--- src/rtl/chsel_pkg.sv ---
package chsel_pkg;

  // Serial inputs after synchronization, bundled per sample.
  typedef struct packed {
    logic sel;   // select, normalized to active-high
    logic sck;   // shift clock level
    logic din;   // data level
  } chsel_in_t;

  localparam int unsigned CHSEL_IN_W = 3;

endpackage

--- src/rtl/chsel_rst_sync.sv ---
module chsel_rst_sync (
  input  logic clk,
  input  logic rst_n,
  output logic rst_int_n
);

  logic [1:0] rst_q;

  always_ff @(posedge clk or negedge rst_n) begin
    if (!rst_n) begin
      rst_q <= 2'b00;
    end else begin
      rst_q <= {rst_q[0], 1'b1};
    end
  end

  assign rst_int_n = rst_q[1];

endmodule

--- src/rtl/chsel_sync_bus.sv ---
module chsel_sync_bus #(
  parameter int unsigned WIDTH  = 3,
  parameter int unsigned STAGES = 2
) (
  input  logic             clk,
  input  logic             rst_n,
  input  logic [WIDTH-1:0] d_i,
  output logic [WIDTH-1:0] q_o
);

  logic [WIDTH-1:0] stage_q [STAGES];

  for (genvar g = 0; g < STAGES; g++) begin : g_stage
    logic [WIDTH-1:0] stage_d;
    if (g == 0) begin : g_first
      assign stage_d = d_i;
    end else begin : g_next
      assign stage_d = stage_q[g-1];
    end

    always_ff @(posedge clk or negedge rst_n) begin
      if (!rst_n) begin
        stage_q[g] <= '0;
      end else begin
        stage_q[g] <= stage_d;
      end
    end
  end

  assign q_o = stage_q[STAGES-1];

endmodule

--- src/rtl/chsel_shift_capture.sv ---
module chsel_shift_capture #(
  parameter int unsigned CHAN_W = 3,
  localparam int unsigned WORD_W = CHAN_W + 1,
  localparam int unsigned CNT_W  = $clog2(WORD_W + 1)
) (
  input  logic              clk,
  input  logic              rst_n,
  input  logic              sel_i,
  input  logic              sck_i,
  input  logic              din_i,
  output logic [WORD_W-1:0] word_o,
  output logic              full_o,
  output logic              close_o
);

  logic              sel_q, sel_d;
  logic              sck_q, sck_d;
  logic [CNT_W-1:0]  cnt_q, cnt_d;
  logic [WORD_W-1:0] word_q, word_d;

  logic              open_ev;
  logic              close_ev;
  logic              sck_edge;
  logic              take;
  logic [CNT_W-1:0]  cnt_base;
  logic [WORD_W-1:0] word_base;

  // Next-state logic
  always_comb begin
    open_ev   = sel_i & ~sel_q;
    close_ev  = ~sel_i & sel_q;
    sck_edge  = sck_i & ~sck_q;
    cnt_base  = open_ev ? '0 : cnt_q;
    word_base = open_ev ? '0 : word_q;
    take      = sel_i & sck_edge & (cnt_base < CNT_W'(WORD_W));
    cnt_d     = cnt_base + CNT_W'(take);
    word_d    = take ? {word_base[WORD_W-2:0], din_i} : word_base;
    sel_d     = sel_i;
    sck_d     = sck_i;
  end

  // Registers
  always_ff @(posedge clk or negedge rst_n) begin
    if (!rst_n) begin
      sel_q  <= 1'b0;
      sck_q  <= 1'b0;
      cnt_q  <= '0;
      word_q <= '0;
    end else begin
      sel_q  <= sel_d;
      sck_q  <= sck_d;
      cnt_q  <= cnt_d;
      word_q <= word_d;
    end
  end

  assign word_o  = word_q;
  assign full_o  = (cnt_q == CNT_W'(WORD_W));
  assign close_o = close_ev;

  // The bit count never passes the word length.
  assert_cnt_cap_R6: assert property (@(posedge clk) disable iff (!rst_n)
    cnt_q <= CNT_W'(WORD_W))
    else $error("bit count above word length");

  // Nothing is captured while the window is closed.
  assert_idle_hold_R2: assert property (@(posedge clk) disable iff (!rst_n)
    !sel_i |=> ($stable(cnt_q) && $stable(word_q)))
    else $error("capture state moved with select inactive");

  // An opening window without a coincident shift edge starts empty.
  assert_open_clear_R8: assert property (@(posedge clk) disable iff (!rst_n)
    (sel_i && !sel_q && !(sck_i && !sck_q)) |=> (cnt_q == '0))
    else $error("window did not start empty");

  // An opening window with a coincident shift edge starts with one bit.
  assert_open_take_R8: assert property (@(posedge clk) disable iff (!rst_n)
    (sel_i && !sel_q && sck_i && !sck_q) |=> (cnt_q == CNT_W'(1)))
    else $error("coincident first bit lost");

endmodule

--- src/rtl/chsel_commit.sv ---
module chsel_commit #(
  parameter int unsigned CHAN_W = 3,
  localparam int unsigned WORD_W = CHAN_W + 1
) (
  input  logic              clk,
  input  logic              rst_n,
  input  logic              close_i,
  input  logic              full_i,
  input  logic [WORD_W-1:0] word_i,
  output logic [CHAN_W-1:0] chan_o,
  output logic              valid_o
);

  logic [CHAN_W-1:0] chan_q, chan_d;
  logic              valid_q, valid_d;
  logic              accept;

  // Next-state logic
  always_comb begin
    accept  = close_i & full_i & word_i[WORD_W-1];
    chan_d  = accept ? word_i[CHAN_W-1:0] : chan_q;
    valid_d = valid_q | accept;
  end

  // Registers
  always_ff @(posedge clk or negedge rst_n) begin
    if (!rst_n) begin
      chan_q  <= '0;
      valid_q <= 1'b0;
    end else begin
      chan_q  <= chan_d;
      valid_q <= valid_d;
    end
  end

  assign chan_o  = chan_q;
  assign valid_o = valid_q;

  // Outputs only move on a window close.
  assert_hold_R3: assert property (@(posedge clk) disable iff (!rst_n)
    !close_i |=> ($stable(chan_q) && $stable(valid_q)))
    else $error("channel moved outside a close event");

  // Disabled or short words leave the channel alone.
  assert_reject_R4: assert property (@(posedge clk) disable iff (!rst_n)
    (close_i && !(full_i && word_i[WORD_W-1])) |=> ($stable(chan_q) && $stable(valid_q)))
    else $error("rejected word changed the channel");

  // An accepted word shows up on the next cycle.
  assert_load_R3: assert property (@(posedge clk) disable iff (!rst_n)
    (close_i && full_i && word_i[WORD_W-1]) |=> (valid_q && chan_q == $past(word_i[CHAN_W-1:0])))
    else $error("accepted word not loaded");

  // Valid is sticky until reset.
  assert_valid_sticky_R1: assert property (@(posedge clk) disable iff (!rst_n)
    valid_q |=> valid_q)
    else $error("valid flag dropped");

endmodule

--- src/rtl/chsel_mux_select.sv ---
module chsel_mux_select #(
  parameter int unsigned CHAN_W          = 3,
  parameter int unsigned SYNC_STAGES     = 2,
  parameter bit          SEL_ACTIVE_HIGH = 1'b1
) (
  input  logic              clk,
  input  logic              rst_n,
  input  logic              mux_sck,
  input  logic              mux_din,
  input  logic              mux_sel,
  output logic [CHAN_W-1:0] chan_o,
  output logic              chan_valid_o
);

  import chsel_pkg::*;

  localparam int unsigned WORD_W = CHAN_W + 1;

  logic              rst_int_n;
  logic              sel_norm;
  chsel_in_t         raw_in;
  chsel_in_t         sync_in;
  logic [WORD_W-1:0] word;
  logic              full;
  logic              close_ev;

  // Select polarity variant
  if (SEL_ACTIVE_HIGH) begin : g_sel_high
    assign sel_norm = mux_sel;
  end else begin : g_sel_low
    assign sel_norm = ~mux_sel;
  end

  assign raw_in = '{sel: sel_norm, sck: mux_sck, din: mux_din};

  chsel_rst_sync u_rst (
    .clk       (clk),
    .rst_n     (rst_n),
    .rst_int_n (rst_int_n)
  );

  chsel_sync_bus #(
    .WIDTH  (CHSEL_IN_W),
    .STAGES (SYNC_STAGES)
  ) u_sync (
    .clk   (clk),
    .rst_n (rst_int_n),
    .d_i   (raw_in),
    .q_o   (sync_in)
  );

  chsel_shift_capture #(
    .CHAN_W (CHAN_W)
  ) u_cap (
    .clk     (clk),
    .rst_n   (rst_int_n),
    .sel_i   (sync_in.sel),
    .sck_i   (sync_in.sck),
    .din_i   (sync_in.din),
    .word_o  (word),
    .full_o  (full),
    .close_o (close_ev)
  );

  chsel_commit #(
    .CHAN_W (CHAN_W)
  ) u_commit (
    .clk     (clk),
    .rst_n   (rst_int_n),
    .close_i (close_ev),
    .full_i  (full),
    .word_i  (word),
    .chan_o  (chan_o),
    .valid_o (chan_valid_o)
  );

  // Held reset forces the disabled state on the ports.
  assert_reset_state_R1: assert property (@(posedge clk)
    !rst_int_n |-> (chan_o == '0 && !chan_valid_o))
    else $error("outputs not cleared in reset");

endmodule

--- config.mk ---
export PLATFORM = sky130hd
export DESIGN_NAME = chsel_mux_select
export DESIGN_NICKNAME = d
export VERILOG_FILES = /design/src/rtl/chsel_pkg.sv /design/src/rtl/chsel_rst_sync.sv /design/src/rtl/chsel_sync_bus.sv /design/src/rtl/chsel_shift_capture.sv /design/src/rtl/chsel_commit.sv /design/src/rtl/chsel_mux_select.sv
export SDC_FILE = /design/constraint.sdc
export NUM_CORES = 1
export LEC_CHECK = 0
export BUFFER_PORTS_ARGS = -buffer_cell sky130_fd_sc_hd__buf_2
export CORE_UTILIZATION = 45
export DETAILED_ROUTE_END_ITERATION = 8
export MAX_ROUTING_LAYER = met4
export PLACE_DENSITY_LB_ADDON = 0.08
export SYNTH_ARGS = -nofsm -noshare
export SYNTH_HDL_FRONTEND = slang
export SYNTH_HIERARCHICAL = 1
export SYNTH_SLANG_ARGS = --single-unit
export TNS_END_PERCENT = 100
--- constraint.sdc ---
create_clock -name clk -period 1.6 [get_ports clk]
set_input_delay 0.24 -clock clk [delete_from_list [all_inputs] [get_ports clk]]
set_output_delay 0.24 -clock clk [all_outputs]
set_load 0.02 [all_outputs]
Word level (Yosys, flattened, before mapping)
Cells that the tools add are included.

Flip-flop bits (word level): 21. Bits in latches: 0. RAM bits: 0. Memory bits (read-only): 0. Input bits: 5. Output and inout bits: 4. Logic and storage cells: 28. Memories: 0.

$add $sub $neg: 1. Multiply operators: 0. Div/mod/pow operators: 0. Order comparisons: 1. Equality and inequality tests: 1. Shift-type cells: 0. Muxes and demuxes: 3. Bitwise operators: 11. Reductions and logical operators: 1.

Operators by type and width (count): two-way mux 4 bit (2); AND 1 bit (7); adder 3 x 1 -> 3 bit (1); == test 3 bit, second input constant (1); less-than comparator 3 bit, second input constant (1); two-way mux 3 bit (1); inverter 1 bit (3); nonzero test 2 bit (1); OR 1 bit (1).

Depth between registers and ports, before layout
Gate-level depths: netlist (run 1).

Depth in word-level cells: 6. Depth in mapped cells: 5. Mapped depth without buffers: 5.

Cells and area by module
The synthesis (run 1) kept the hierarchy.

By module, submodules not included: chsel_shift_capture (instances 1, cells each 36, area each 415.4 µm², seq. area each 225.2 µm²); chsel_commit (instances 1, cells each 9, area each 151.4 µm², seq. area each 100.1 µm²); chsel_sync_bus (instances 1, cells each 6, area each 150.1 µm², seq. area each 150.1 µm²); chsel_rst_sync (instances 1, cells each 3, area each 53.8 µm², seq. area each 50.0 µm²).

Least setup slack after synthesis (run 1)
Ideal clock, no wire load.

Path type: reg2reg. From: register u_cap.sel_q. To: register u_cap.cnt_q[2]. Library setup time: 122 ps. Arrival: 1163 ps. Data required time: 1478 ps. Path slack: 315 ps. Cell stages (with the launch flop): 6. Buffers on the path: 0. Period minus slack after synthesis: 1285 ps. Path through: dfrtp_1 nand2b_1 and2_1 ha_1 ha_1 xnor2_1.

Longest elaborated chain between the ends: 6.

Ends and longest elaborated chain: from (decl) (line chsel_shift_capture.sv:16) `logic sel_q, sel_d;`; from (signal assigned) (line chsel_shift_capture.sv:50) `sel_q <= sel_d;`; inverter 1 bit (*) (line chsel_shift_capture.sv:30) `open_ev = sel_i & ~sel_q;`; AND 1 bit (*) (line chsel_shift_capture.sv:30); two-way mux 3 bit (*) (line chsel_shift_capture.sv:33) `cnt_base = open_ev ? '0 : cnt_q;`; less-than comparator 3 bit (line chsel_shift_capture.sv:35) `take = sel_i & sck_edge & (cnt_base < CNT_W'(WORD_W));`; AND 1 bit (line chsel_shift_capture.sv:35); adder 3 x 1 -> 3 bit (*) (line chsel_shift_capture.sv:36) `cnt_d = cnt_base + CNT_W'(take);`; via u_cap.cnt_d[2] (line chsel_shift_capture.sv:18) `logic [CNT_W-1:0] cnt_q, cnt_d;`; to (signal assigned) (line chsel_shift_capture.sv:52) `cnt_q <= cnt_d;`; to (decl) (line chsel_shift_capture.sv:18).

Mark *: on every way through the listed nets, which the timed path passes. The rest lies on a longest branch. A chain may end at the register's enable or synchronous reset.

Worst setup path in the final report (run 1)
Same ends and word-level chain as after synthesis.

==> out/qor.csv, run 1 <==
metric,value,unit
final_cell_count_no_fill,84,
worst_ep_required_time,1.80,ns
synth_cells,54,
final_cell_mix,"dfrtp_1, buf_2, a21oi_1",
fmax,0.738,GHz
vias,426,
nets,76,
period_minus_slack,1.35,ns
core,1560,um^2
synth_cell_types,23,
syn2layout_area_growth,13.6,%
layout-drive-gt1-share,0.353,
clock_sinks,21,
synth_seq_cells,21,
die_h,43.4,um
fin_skew,0.00786,ns
grt_max_degree,13,
drv_slew,0,
finalWeightedCongestion,0.652,
clk_pin_slew,0.12,ns
layout_commonest_cell,dfrtp_1,
crit_buf_inv,0,
grt_pass1_vias,418,
antenna_found_initial,0,
start_util,0.494,
drc,0,
syn_area,771,um^2
cts_resized,0,
ioPinCount,9,
yosys_warnings,6,
cts_tree,yes,
vdd_drop_max,0.602,mV
clkLatencyLatePin,0.30,ns
finalSetupTns,0,ns
hpwl,769,um
die_x,43.4,um
htree_levels,1,
worstPathArrival,1.55,ns
ctsRootBufferMaster,clkbuf_4,
cts_max_path_buffers,2,
placed_cells,79,
finalPower,869,uW
routed_wl,1070,um
grt_pass1_wl,1790,um
cts_buffers,3,
path_class,flip-flop to flip-flop,
antennaDiodeCount,0,
maxCapViolCount,0,
setup_viol,0,
seq_area_frac_synth,0.682,
end_kind,flip-flop,
grt-ovfl-total,0,
first_iter_violations,8,
crit_chain,"nand2b_1, and2_1, ha_1, ha_1, xnor2_1",
final_core_util,0.562,
drtPass1Iterations,4,
finalHoldViolCount,0,
status,finished clean,
hold_class,input pin to flip-flop,
cp_top_family,flip-flops,
leakage,0.437,nW
worst_path_most_repeated_cell,ha_1,
routed_via_density,5.07,
p_per_area,992,nW/um^2
synth.avg_cell_area,14.3,um^2
detail-route-antenna-nets,0,
min_period_over_period,0.846,
critPathSlowestCell,dfrtp_1,
synth_nets,61,
path_max_fanout,5,
die_area,1880,um^2
slowest_delay,0.43,ns
cp-start-kind,flip-flop,
fp-row-count,14,
rsz0062_at_grt,false,
wl_per_cell,12.7,um
port_buffers,8,
grt.total_usage,0.142,
==> Yosys cell counts <==
| master | n | area [um^2] |
|---|---|---|
| conb_1 | 1 | 3.75 |
| nor3_2 | 1 | 10.0 |
| o21ai_1 | 2 | 10.0 |
| and2_2 | 1 | 7.51 |
| nand3_1 | 3 | 15.0 |
| nand3b_2 | 1 | 11.3 |
| and3b_2 | 1 | 10.0 |
| a211oi_2 | 1 | 12.5 |
| ha_1 | 2 | 25.0 |
| nor3b_1 | 1 | 7.51 |
| and2b_2 | 1 | 8.76 |
| mux2_2 | 3 | 33.8 |
| nor2_1 | 1 | 3.75 |
| dfrtp_1 | 21 | 526 |
| nand3_2 | 1 | 10.0 |
| nand2b_1 | 1 | 6.26 |
| o21ai_0 | 1 | 5.00 |
| and2_1 | 2 | 12.5 |
| xnor2_1 | 1 | 8.76 |
| nor2b_2 | 1 | 8.76 |
| or2b_1 | 1 | 7.51 |
| a21oi_1 | 4 | 20.0 |
| nand2_1 | 2 | 7.51 |
==> cells by family (layout without fill, tap and decap cells) <==
| family | after synthesis | count (layout) | synth area share |
|---|---|---|---|
| compound gates | 8 | 8 | 0.0617 |
| xor+xnor | 1 | 1 | 0.0114 |
| fa+ha+maj | 2 | 2 | 0.0325 |
| buf+inv | 0 | 14 | 0 |
| flops | 21 | 21 | 0.682 |
| mux | 3 | 3 | 0.0438 |
| other cells | 1 | 1 | 0.00487 |
| simple gates | 18 | 18 | 0.164 |
==> final cells by class <==
cell class,instances,area (um^2)
Clock buffer,3,22.5
Fill cell,132,683
Timing Repair Buffer,10,57.6
Sequential cell,21,526
Tap cell,16,20.0
Clock inverter,1,5.00
Multi-Input combinational cell,33,245
==> where the power goes <==
group,switching [mW],internal (mW)
logic,0.0230,0.0235
clock network,0.151,0.0930
registers,0.0204,0.558
==> sequential cells by signal, indices dropped and copies added, names as in the netlist <==
name	flops
u_cap/cnt_q	3
u_cap/sck_q	1
u_cap/sel_q	1
u_cap/word_o	4
u_commit/chan_o	3
u_commit/valid_o	1
u_rst/rst_q	2
u_sync/g_stage.stage_d	3
u_sync/q_o	3
==> layer usage <==
layer | global-route usage | wire [um] | vias to the layer above
met5 | - | 0 | -
met2 | 0.221 | 508 | 7
met1 | 0.170 | 526 | 201
met3 | 0.0375 | 25 | 2
met4 | 0.0750 | 5 | 0
li1 | - | - | 216
==> through the flow <==
step | instance area [um^2] | hold slack [ns] | setup slack, ns
final | 876 | 0.0366 | 0.246
after floorplan | 771 | -0.0556 | 0.315
after CTS | 876 | 0.0233 | 0.228
after global routing | 876 | 0.00957 | 0.159
after global placement | 838 | 0.0242 | 0.295
after detailed placement | 838 | 0.0252 | 0.244
==> worst paths after layout <==
kind	end	slack (ns)	startpoint	cells past startpoint
worst min-delay path	u_sync/g_stage[1].stage_d[2]	0.04	mux_sel	1
worst min register to register	u_cap/word_o[3]	0.16	u_rst/rst_q[1]	0
min in group asynchronous	u_cap/word_o[3]	0.16	u_rst/rst_q[1]	0
worst max-delay path	u_cap/cnt_q[2]	0.25	u_cap/sel_q	5
max in group asynchronous	u_sync/g_stage[1].stage_d[0]	0.97	u_rst/rst_q[1]	1
worst max register to register	u_cap/cnt_q[2]	0.25	u_cap/sel_q	5
==> timing repair <==
action	CTS	global route
hold endpoints to repair	2	0
setup endpoints to repair	0	0
hold buffers	1	0
buffers inserted	0	0
Note: power is estimated with default switching activity, not from simulation.
==> run 2: changes to the inputs <==
==> constraint.sdc (replaced) <==
create_clock -name clk -period 1.3 [get_ports clk]
set_input_delay 0.195 -clock clk [delete_from_list [all_inputs] [get_ports clk]]
set_output_delay 0.195 -clock clk [all_outputs]
set_load 0.02 [all_outputs]
==> run 2 against run 1 <==
Effect of this change: setup slack got worse by 0.20 ns; combinational power increased by 91%; sequential share of layout area decreased by 7.0 points; wire length increased by 3.0%; clock skew increased by 0.0062 ns; maximum frequency increased by 7.6%; design area increased by 13%; via count increased by 8.5%; non-clock buffer count increased by 7; hold slack improved by 0.11 ns; final cell count increased by 8.3%; critical endpoint is now u_commit/chan_o[1].
==> out/qor.csv, run 2 (same netlist as run 1, synthesis figures left out) <==
metric,value,unit
dp_slack,0.00755,ns
min_period_over_period,0.968,
crit_chain,"and2b_2, nand3_4, mux2_2",
clkLatencyLatePin,0.31,ns
fin_skew,0.0141,ns
wl_per_cell,12.1,um
cp-start-kind,flip-flop,
hold_class,flip-flop to async pin,
post_cts_buffers,0,
syn2layout_area_growth,28.9,%
grt.total_usage,0.149,
finalWeightedCongestion,0.692,
worst_ep_required_time,1.49,ns
nets,83,
drv_slew,0,
drc,0,
path_class,flip-flop to flip-flop,
first_iter_violations,5,
placed_cells,83,
ctsRootBufferMaster,clkbuf_4,
cts_tree,yes,
p_int,856,uW
die_h,43.4,um
vias,462,
port_buffers,8,
worstPathArrival,1.45,ns
leakage,0.472,nW
switching_share,0.229,
crit_buf_inv,0,
clk_pin_slew,0.12,ns
slowest_delay,0.45,ns
final_core_util,0.637,
grt-ovfl-total,0,
r2r_slack,0.04,ns
finalPower,1.11,mW
start_util,0.494,
setup_viol,0,
largest_reg_flops,4,
die_x,43.4,um
layout_commonest_cell,dfrtp_1,
hpwl,819,um
seqPwrFrac,0.643,
rsz0062_at_grt,true,
cts_buffers,3,
cp_top_family,flip-flops,
grt_pass1_vias,405,
fp-row-count,14,
vdd_drop_max,0.843,mV
critPathSlowestCell,dfrtp_2,
layout-drive-gt1-share,0.480,
p_switching,255,uW
antennaDiodeCount,0,
clock_sinks,21,
maxCapViolCount,0,
antenna_found_initial,0,
p_comb_frac,0.080,
clkPwrFrac,0.277,
htree_levels,1,
routed_wl,1100,um
final_cell_mix,"dfrtp_1, buf_2, buf_4",
final_cell_count_no_fill,91,
fin_ws,0.0415,ns
grt_pass1_wl,1860,um
p_per_area,1120,nW/um^2
path_max_fanout,6,
finalSetupTns,0,ns
status,finished clean,
grt_max_degree,14,
ioPinCount,9,
detail-route-antenna-nets,0,
end_kind,flip-flop,
core,1560,um^2
routed_via_density,5.08,
fmax,0.795,GHz
die_area,1880,um^2
period_minus_slack,1.26,ns
drtPass1Iterations,4,
cts_max_path_buffers,2,
finalHoldViolCount,0,
==> run 2: worst paths after layout <==
path                                       to  cells after the start                    startpoint
max in group asynchronous      u_cap/cnt_q[1]                      1                u_rst/rst_q[1]
min in group clk                u_sync/q_o[1]                      0  u_sync/g_stage[1].stage_d[1]
hold / removal                u_cap/word_o[1]                      0                u_rst/rst_q[1]
setup / recovery           u_commit/chan_o[1]                      3                 u_sync/q_o[2]
hold reg to reg               u_cap/word_o[1]                      0                u_rst/rst_q[1]
setup reg to reg           u_commit/chan_o[1]                      3                 u_sync/q_o[2]
==> run 2: per-stage QoR <==
step / hold WS (ns) / area (um^2)
after CTS: 0.162 / 947
after global placement: -0.0211 / 868
after detailed placement: -0.0193 / 868
after global routing: 0.158 / 993
after floorplan: -0.101 / 771
final: 0.143 / 993
==> run 2: what timing repair did <==
action	CTS	global route
pin swaps	0	2
hold buffers	4	0
resized for setup	2	10
endpoints found under the setup margin	1	5
hold endpoints to repair	5	0
==> run 2: power by group through the flow <==
stage	registers, mW	clock network [mW]	logic (mW)
2_1_floorplan	0.721	0	0.0342
3_3_place_gp	0.723	0	0.0621
5_1_grt	0.720	0.348	0.0991
4_1_cts	0.713	0.323	0.0741
3_5_place_dp	0.724	0	0.0631
6_report	0.714	0.308	0.0890
==> run 2: per-layer routing <==
layer / global-route usage / share of wire
met1: 0.199 / 0.49
met5: - / 0
met3: 0.0750 / 0.034
met2: 0.194 / 0.47
met4: 0.0563 / 0.011
==> run 2: area by class of cell <==
type | count | area [um^2]
timing repair buffer | 17 | 118
clock buffer | 3 | 22.5
tap | 16 | 20.0
clock inverter | 1 | 7.51
sequential | 21 | 527
fill | 130 | 566
multi-input combinational | 33 | 299
